## src/rtl/pq_track.sv

```systemverilog
module pq_track #(
  parameter int DEPTH = 8,
  parameter int DW    = 16,
  parameter int AW    = 20
) (
  input  logic                         clk,
  input  logic                         rst_n,
  input  logic [DW-1:0]                code_word,
  input  logic                         push_lo,
  input  logic                         push_hi,
  input  logic                         exec_byte,
  input  logic                         flush,
  input  logic [AW-1:0]                load_addr,
  output logic [DW/2-1:0]              head_byte,
  output logic [$clog2(DEPTH+1)-1:0]   fill_level,
  output logic                         q_empty,
  output logic                         q_full,
  output logic                         overflow,
  output logic                         underflow,
  output logic [AW-1:0]                exec_addr,
  output logic                         addr_valid
);
  localparam int BW = DW / 2;
  localparam int PW = $clog2(DEPTH);
  localparam int CW = $clog2(DEPTH + 1);

  logic [BW-1:0] mem [DEPTH];
  logic [PW-1:0] rd_ptr, wr_ptr;
  logic [CW-1:0] cnt;

  wire [CW-1:0] space  = CW'(DEPTH) - cnt;
  wire          pop_ok = exec_byte && (cnt != '0);
  wire          lo_ok  = push_lo && (space != '0);
  wire          hi_ok  = push_hi && (push_lo ? (space >= CW'(2)) : (space != '0));
  wire          drop   = (push_lo && !lo_ok) || (push_hi && !hi_ok);
  wire [PW-1:0] hi_slot = wr_ptr + PW'(lo_ok);
  wire [CW-1:0] n_in   = CW'(lo_ok) + CW'(hi_ok);

  always_ff @(posedge clk) begin
    if (!flush) begin
      if (lo_ok) mem[wr_ptr]  <= code_word[BW-1:0];
      if (hi_ok) mem[hi_slot] <= code_word[DW-1:BW];
    end
  end

  always_ff @(posedge clk or negedge rst_n) begin
    if (!rst_n) begin
      rd_ptr    <= '0;
      wr_ptr    <= '0;
      cnt       <= '0;
      overflow  <= 1'b0;
      underflow <= 1'b0;
      exec_addr <= '0;
    end else if (flush) begin
      rd_ptr    <= '0;
      wr_ptr    <= '0;
      cnt       <= '0;
      overflow  <= 1'b0;
      underflow <= 1'b0;
      exec_addr <= load_addr;
    end else begin
      rd_ptr    <= rd_ptr + PW'(pop_ok);
      wr_ptr    <= wr_ptr + PW'(n_in);
      cnt       <= cnt + n_in - CW'(pop_ok);
      overflow  <= drop;
      underflow <= exec_byte && (cnt == '0);
      exec_addr <= exec_addr + AW'(exec_byte);
    end
  end

  assign head_byte  = mem[rd_ptr];
  assign fill_level = cnt;
  assign q_empty    = (cnt == '0);
  assign q_full     = (cnt == CW'(DEPTH));
  assign addr_valid = !exec_byte;

  AST_POP_ONE: assert property (@(posedge clk) disable iff (!rst_n)
    (!flush && exec_byte && !q_empty && !push_lo && !push_hi) |=> fill_level == $past(fill_level) - CW'(1));
  AST_FLUSH_EMPTY: assert property (@(posedge clk) disable iff (!rst_n)
    flush |=> (q_empty && !overflow && !underflow));
  AST_ADDR_STEP: assert property (@(posedge clk) disable iff (!rst_n)
    (!flush && exec_byte) |=> exec_addr == $past(exec_addr) + AW'(1));
  AST_ADDR_LOAD: assert property (@(posedge clk) disable iff (!rst_n)
    flush |=> exec_addr == $past(load_addr));
  AST_NO_OVERFLOW: assert property (@(posedge clk) disable iff (!rst_n)
    fill_level <= CW'(DEPTH));
  AST_FULL_DROP: assert property (@(posedge clk) disable iff (!rst_n)
    (!flush && q_full && (push_lo || push_hi)) |=> overflow);
  AST_EMPTY_POP: assert property (@(posedge clk) disable iff (!rst_n)
    (!flush && exec_byte && q_empty && !push_lo && !push_hi) |=> (underflow && q_empty));
endmodule

```

## config.mk

```make
export PLATFORM = sky130hd
export DESIGN_NAME = pq_track
export DESIGN_NICKNAME = d
export VERILOG_FILES = /design/src/rtl/pq_track.sv
export SDC_FILE = /design/constraint.sdc
export NUM_CORES = 1
export LEC_CHECK = 0
export BUFFER_PORTS_ARGS = -buffer_cell sky130_fd_sc_hd__buf_2
export CAP_MARGIN = 20
export CORE_ASPECT_RATIO = 1.5
export CORE_UTILIZATION = 60
export CTS_CLUSTER_DIAMETER = 150
export DETAILED_ROUTE_END_ITERATION = 8
export GPL_TIMING_DRIVEN = 0
export PLACE_DENSITY = 0.83
export SYNTH_ARGS = -nofsm -noshare
export SYNTH_HDL_FRONTEND = slang
export SYNTH_SLANG_ARGS = --single-unit
```

## constraint.sdc

```tcl
create_clock -name clk -period 5.8 [get_ports clk]
set_clock_uncertainty 0.15 [all_clocks]
set_input_delay 0.87 -clock clk [delete_from_list [all_inputs] [get_ports clk]]
set_output_delay 0.87 -clock clk [all_outputs]
set_load 0.01 [all_outputs]
```

Yosys cells after proc, flatten, opt, wreduce, memory -nomap -nowiden
Memories as Yosys holds them, arrays and structs flattened.
Cells that the tools add are included.
{"block": "totals", "register_bits": 32, "mem_bits_rw": 64, "inputBits": 42, "output_inout_bits": 37, "n_memories": 1}
{"block": "op_classes", "add_sub_neg": 8, "magnitude_cmp": 1, "eq_ne": 1, "muxes": 13, "n_reduce_logical": 13}
{"memory": "mem", "words": 8, "width": 8, "rd": 1, "rd_clocked_by_memory_dff": 0, "write_ports": 2, "line_no": "27", "rtl": "logic [BW-1:0] mem [DEPTH];"}
{"cell": "adder 20 x 1 -> 20 bit", "count": 1}
{"cell": "2-to-1 mux 20 bit", "count": 1}
{"cell": "2-to-1 mux 1 bit", "count": 9}
{"cell": "nonzero test 4 bit", "count": 2}
{"cell": "adder 3 x 1 -> 3 bit", "count": 2}
{"cell": "logical AND 1 bit", "count": 6}
{"cell": "2-to-1 mux 3 bit", "count": 2}
{"cell": "adder 4 x 2 -> 4 bit", "count": 1}
{"cell": "== test 4 bit, second input constant", "count": 1}
{"cell": ">= comparator 4 x 2 -> 1 bit, second input constant", "count": 1}
{"cell": "logical NOT 4 bit", "count": 1}
{"cell": "2-to-1 mux 4 bit", "count": 1}
{"cell": "subtractor 4 x 1 -> 4 bit", "count": 1}
{"cell": "subtractor 4 bit, first input constant", "count": 1}
{"cell": "adder 3 x 2 -> 3 bit", "count": 1}
{"cell": "logical NOT 1 bit", "count": 3}
{"cell": "adder 1 x 1 -> 2 bit", "count": 1}
{"cell": "logical OR 1 bit", "count": 1}

Logic depth before layout (Yosys ltp)
{"block": "depth", "depth_word": 8, "ltp_mapped": 15}

Worst setup path after synthesis
Ideal clock, no wire load.
{"block": "synth_timing", "kind": "reg2reg", "from": "register cnt[0] (netlist: fill_level[0])", "to": "register cnt[2] (netlist: fill_level[2])", "arrival_time_ns": 3.111, "path_slack_ns": 2.407, "stages_incl_launch_ff": 15, "n_path_buf": 0, "cell_sequence": "dfrtp_1 > inv_1 > ha_1 > nor4b_1 > a22oi_2 > nor2_1 > nor2b_1 > ha_1 > inv_1 > ha_1 > inv_1 > ha_1 > fa_1 > xnor2_1 > nor2_1"}
{"block": "synth_via", "elab_chain_cells": 8, "elab_cells_between_ends": 12}
{"element": "start: declaration", "line_no": "29", "rtl": "logic [CW-1:0] cnt;"}
{"element": "start signal: assignment", "line_no": "64", "rtl": "cnt <= cnt + n_in - CW'(pop_ok);"}
{"element": "subtractor 4 bit", "line_no": "31", "rtl": "wire [CW-1:0] space = CW'(DEPTH) - cnt;"}
{"element": ">= comparator 4 x 2 -> 1 bit or nonzero test 4 bit (tied branches)", "line_no": "34, 33"}
{"element": "2-to-1 mux 1 bit", "line_no": "34", "rtl": "wire hi_ok = push_hi && (push_lo ? (space >= CW'(2)) : (space != '0));"}
{"element": "logical AND 1 bit", "line_no": "34"}
{"element": "adder 1 x 1 -> 2 bit", "line_no": "37", "rtl": "wire [CW-1:0] n_in = CW'(lo_ok) + CW'(hi_ok);"}
{"element": "adder 4 x 2 -> 4 bit", "line_no": "64"}
{"element": "subtractor 4 x 1 -> 4 bit *", "line_no": "64"}
{"element": "2-to-1 mux 4 bit *", "line_no": "54", "rtl": "end else if (flush) begin"}
Every way passes the cells marked *; elsewhere a longest branch is shown, timed or not.

==> flow_metrics.tcl <==
set metrics [dict create \
    htreeDepth 3 \
    syn-cell-area_um2 5280 \
    clkPwrFrac 0.253 \
    hp-class "in2async" \
    clk_latency_ns 0.34 \
    max_slew_margin 0.253 \
    final_area_um2 6120 \
    ys_ff_latch 96 \
    ys_warn_count 0 \
    fin_crit_sh 0.681 \
    cts_resized 0 \
    initial_core_util 0.623 \
    p_leak_nw 2.34 \
    fillCellCount 598 \
    netlist_instances 396 \
    hold_buffers 0 \
    setup_violations 0 \
    finalCriticalPeriod_ns 3.95 \
    layout-drive-gt1-share 0.411 \
    ys.flop_type "edfxtp_1" \
    crit_start "fill_level[1]$_DFF_PN0_" \
    drc 0 \
    wl_um 12300 \
    switching_share 0.334 \
    cts-buffers-inserted 9 \
    max_cap_viol_count 0 \
    antenna_cells 0 \
    hold_violations 0 \
    rows 41 \
    p_int_w 0.00161 \
    antenna_found_initial 0 \
    dr.pass1.iters 4 \
    cts-root-buf "clkbuf_16" \
    final_nets 548 \
    placed_cell_area_um2 5810 \
    ant_nets 0 \
    die_area_um2 9180 \
    whs_ns 0.431 \
    tns_ns 0 \
    grtUsageTotal 0.290 \
    clkSinkCount 96 \
    fmax_mhz 253 \
    seq_area_um2 2720 \
    irDropWorstVdd_v 0.000277 \
    synth_edf_count 64 \
    core_um2 8460 \
    layout_common_cells "buf_2, mux2_2, edfxtp_1" \
    hpwl_um 8700 \
    rsz0062_at_grt "no" \
    critPathMaxFanout 9 \
    reg2reg_from "fill_level[1]$_DFF_PN0_" \
    crit_arrival_ns 3.86 \
    numPortBuffers 78 \
    outcome "complete, no violations" \
    synth.distinct_cells 46 \
    power_frac_seq 0.377 \
    finalPower_w 0.00241 \
    syn_to_final_growth_pct 16.0 \
    wl_per_cell_um 20.6 \
    grt_max_degree 33 \
    routed-via-count 3656 \
    tightest_slew_ns 1.11 \
    worstPathRequired_ns 5.71 \
    clockBufferDepth 2 \
    post_cts_buffers 0 \
    synthArstFlopShare 0.333 \
    slew_viol_final 0 \
    dieWidth_um 78.6 \
    first_global_vias 3794 \
    initialDrtViolationCount 295 \
    path_class "reg2reg" \
    synth_nets 457 \
    gp_congestion 0.786 \
    power_density_nw_per_um2 394 \
    p_switching_w 0.000805 \
    dieHeight_um 117 \
    grt-ovfl-total 0 \
    final_common_cell "buf_2" \
    multi_input_area_um2 2440 \
    combPwrFrac 0.369 \
    via_per_inst 6.10 \
    grt_pass1_wl_um 19400 \
    seq_area_frac_synth 0.516 \
    cts.clk_slew.worst_paths_ns 0.07 \
    num_io_pins 79 \
    critical_path.startpoint_type "flop" \
    cts_tree "built" \
    syn_avg_cell_area_um2 13.3 \
    endpoint_kind "flop" \
]
[area by class of cell]
class,instances,area share
tap,107,0.0219
clock inverter,3,0.00695
sequential,96,0.445
buffer,13,0.00900
timing repair buffer,80,0.0663
inverter,15,0.00920
multi-input combinational,272,0.399
clock buffer,13,0.0427
[per-layer routing]
metal	global-route usage	vias to the layer above	routed length, um
met2	0.550	108	6950
met5	0	-	0
met1	0.311	1829	4510
li1	-	1696	-
met3	0.0543	23	557
met4	0.130	0	304
[cell usage after synthesis, types with 2 or more instances]
library cell	n	area share
and3_1	2	0.0024
nand4_1	6	0.0071
nor3_1	9	0.0085
or3_1	6	0.0071
xnor2_1	11	0.018
a22oi_1	2	0.0028
xor2_1	7	0.012
ha_1	17	0.040
inv_1	15	0.011
nand2b_1	2	0.0024
nor2b_1	8	0.0095
mux4_2	16	0.068
o21ai_0	22	0.021
fa_1	2	0.0076
a31oi_1	6	0.0071
edfxtp_1	64	0.36
clkbuf_1	7	0.0050
o21ai_2	4	0.0066
o22ai_1	4	0.0047
buf_2	5	0.0047
nand2_1	18	0.013
and2_1	4	0.0047
dfrtp_1	32	0.15
mux2_2	74	0.16
and4_1	2	0.0033
nand3_1	14	0.013
nor2_1	15	0.011
a21oi_2	4	0.0066
[power by group through the flow]
stage	clock network, W	registers [W]	logic [W]
4_1_cts	0.000617	0.000910	0.000899
5_1_grt	0.000637	0.000921	0.000982
6_report	0.000611	0.000910	0.000891
3_3_place_gp	0	0.000918	0.000842
3_5_place_dp	0	0.000923	0.000891
2_1_floorplan	0	0.000921	0.000619
[per-stage QoR]
| stage | cells | worst slack (ns) | utilization |
|---|---|---|---|
| final | 599 | 1.85 | 0.723 |
| after global routing | 599 | 1.72 | 0.723 |
| after CTS | 599 | 1.87 | 0.723 |
| after detailed placement | 583 | 1.93 | 0.687 |
| after global placement | 581 | 1.97 | 0.685 |
| after floorplan | 396 | 2.41 | - |
[sequential cells by signal, indices dropped and copies added, names as in the netlist]
name	flops
underflow	1
rd_ptr	3
fill_level	4
mem	64
exec_addr	20
wr_ptr	3
overflow	1
[cells by family (layout without fill, tap and decap cells)]
logic type	after synthesis	count (layout)	share of synthesized area
simple gates	98	98	0.102
flops	96	96	0.516
mux	90	90	0.226
compound gates	47	47	0.0572
buf+inv	28	124	0.0211
fa+ha+maj	19	19	0.0479
xor+xnor	18	18	0.0299
[worst paths after layout]
check,endpoint,cells after the start,slack [ns]
max,mem[0][4]$_DFFE_PP_,11,1.85
min,exec_addr[8]$_DFF_PN0_,1,0.43
max reg2reg,mem[0][4]$_DFFE_PP_,11,1.85
min reg2reg,exec_addr[19]$_DFF_PN0_,2,0.44
max in group asynchronous,overflow$_DFF_PN0_,1,4.59
min in group clk,exec_addr[19]$_DFF_PN0_,2,0.44
[critical path, stage by stage, from the launching register on]
cell and delay (ns):
dfrtp_1 0.43, inv_1 0.11, ha_1 0.20, nor2b_1 0.31, nand3_1 0.18, and2_1 0.22, ha_1 0.31, or3b_2 0.50
nor3_1 0.24, o21ai_2 0.27, o21ai_0 0.45, buf_4 0.29
(Power assumes the default switching activity.)
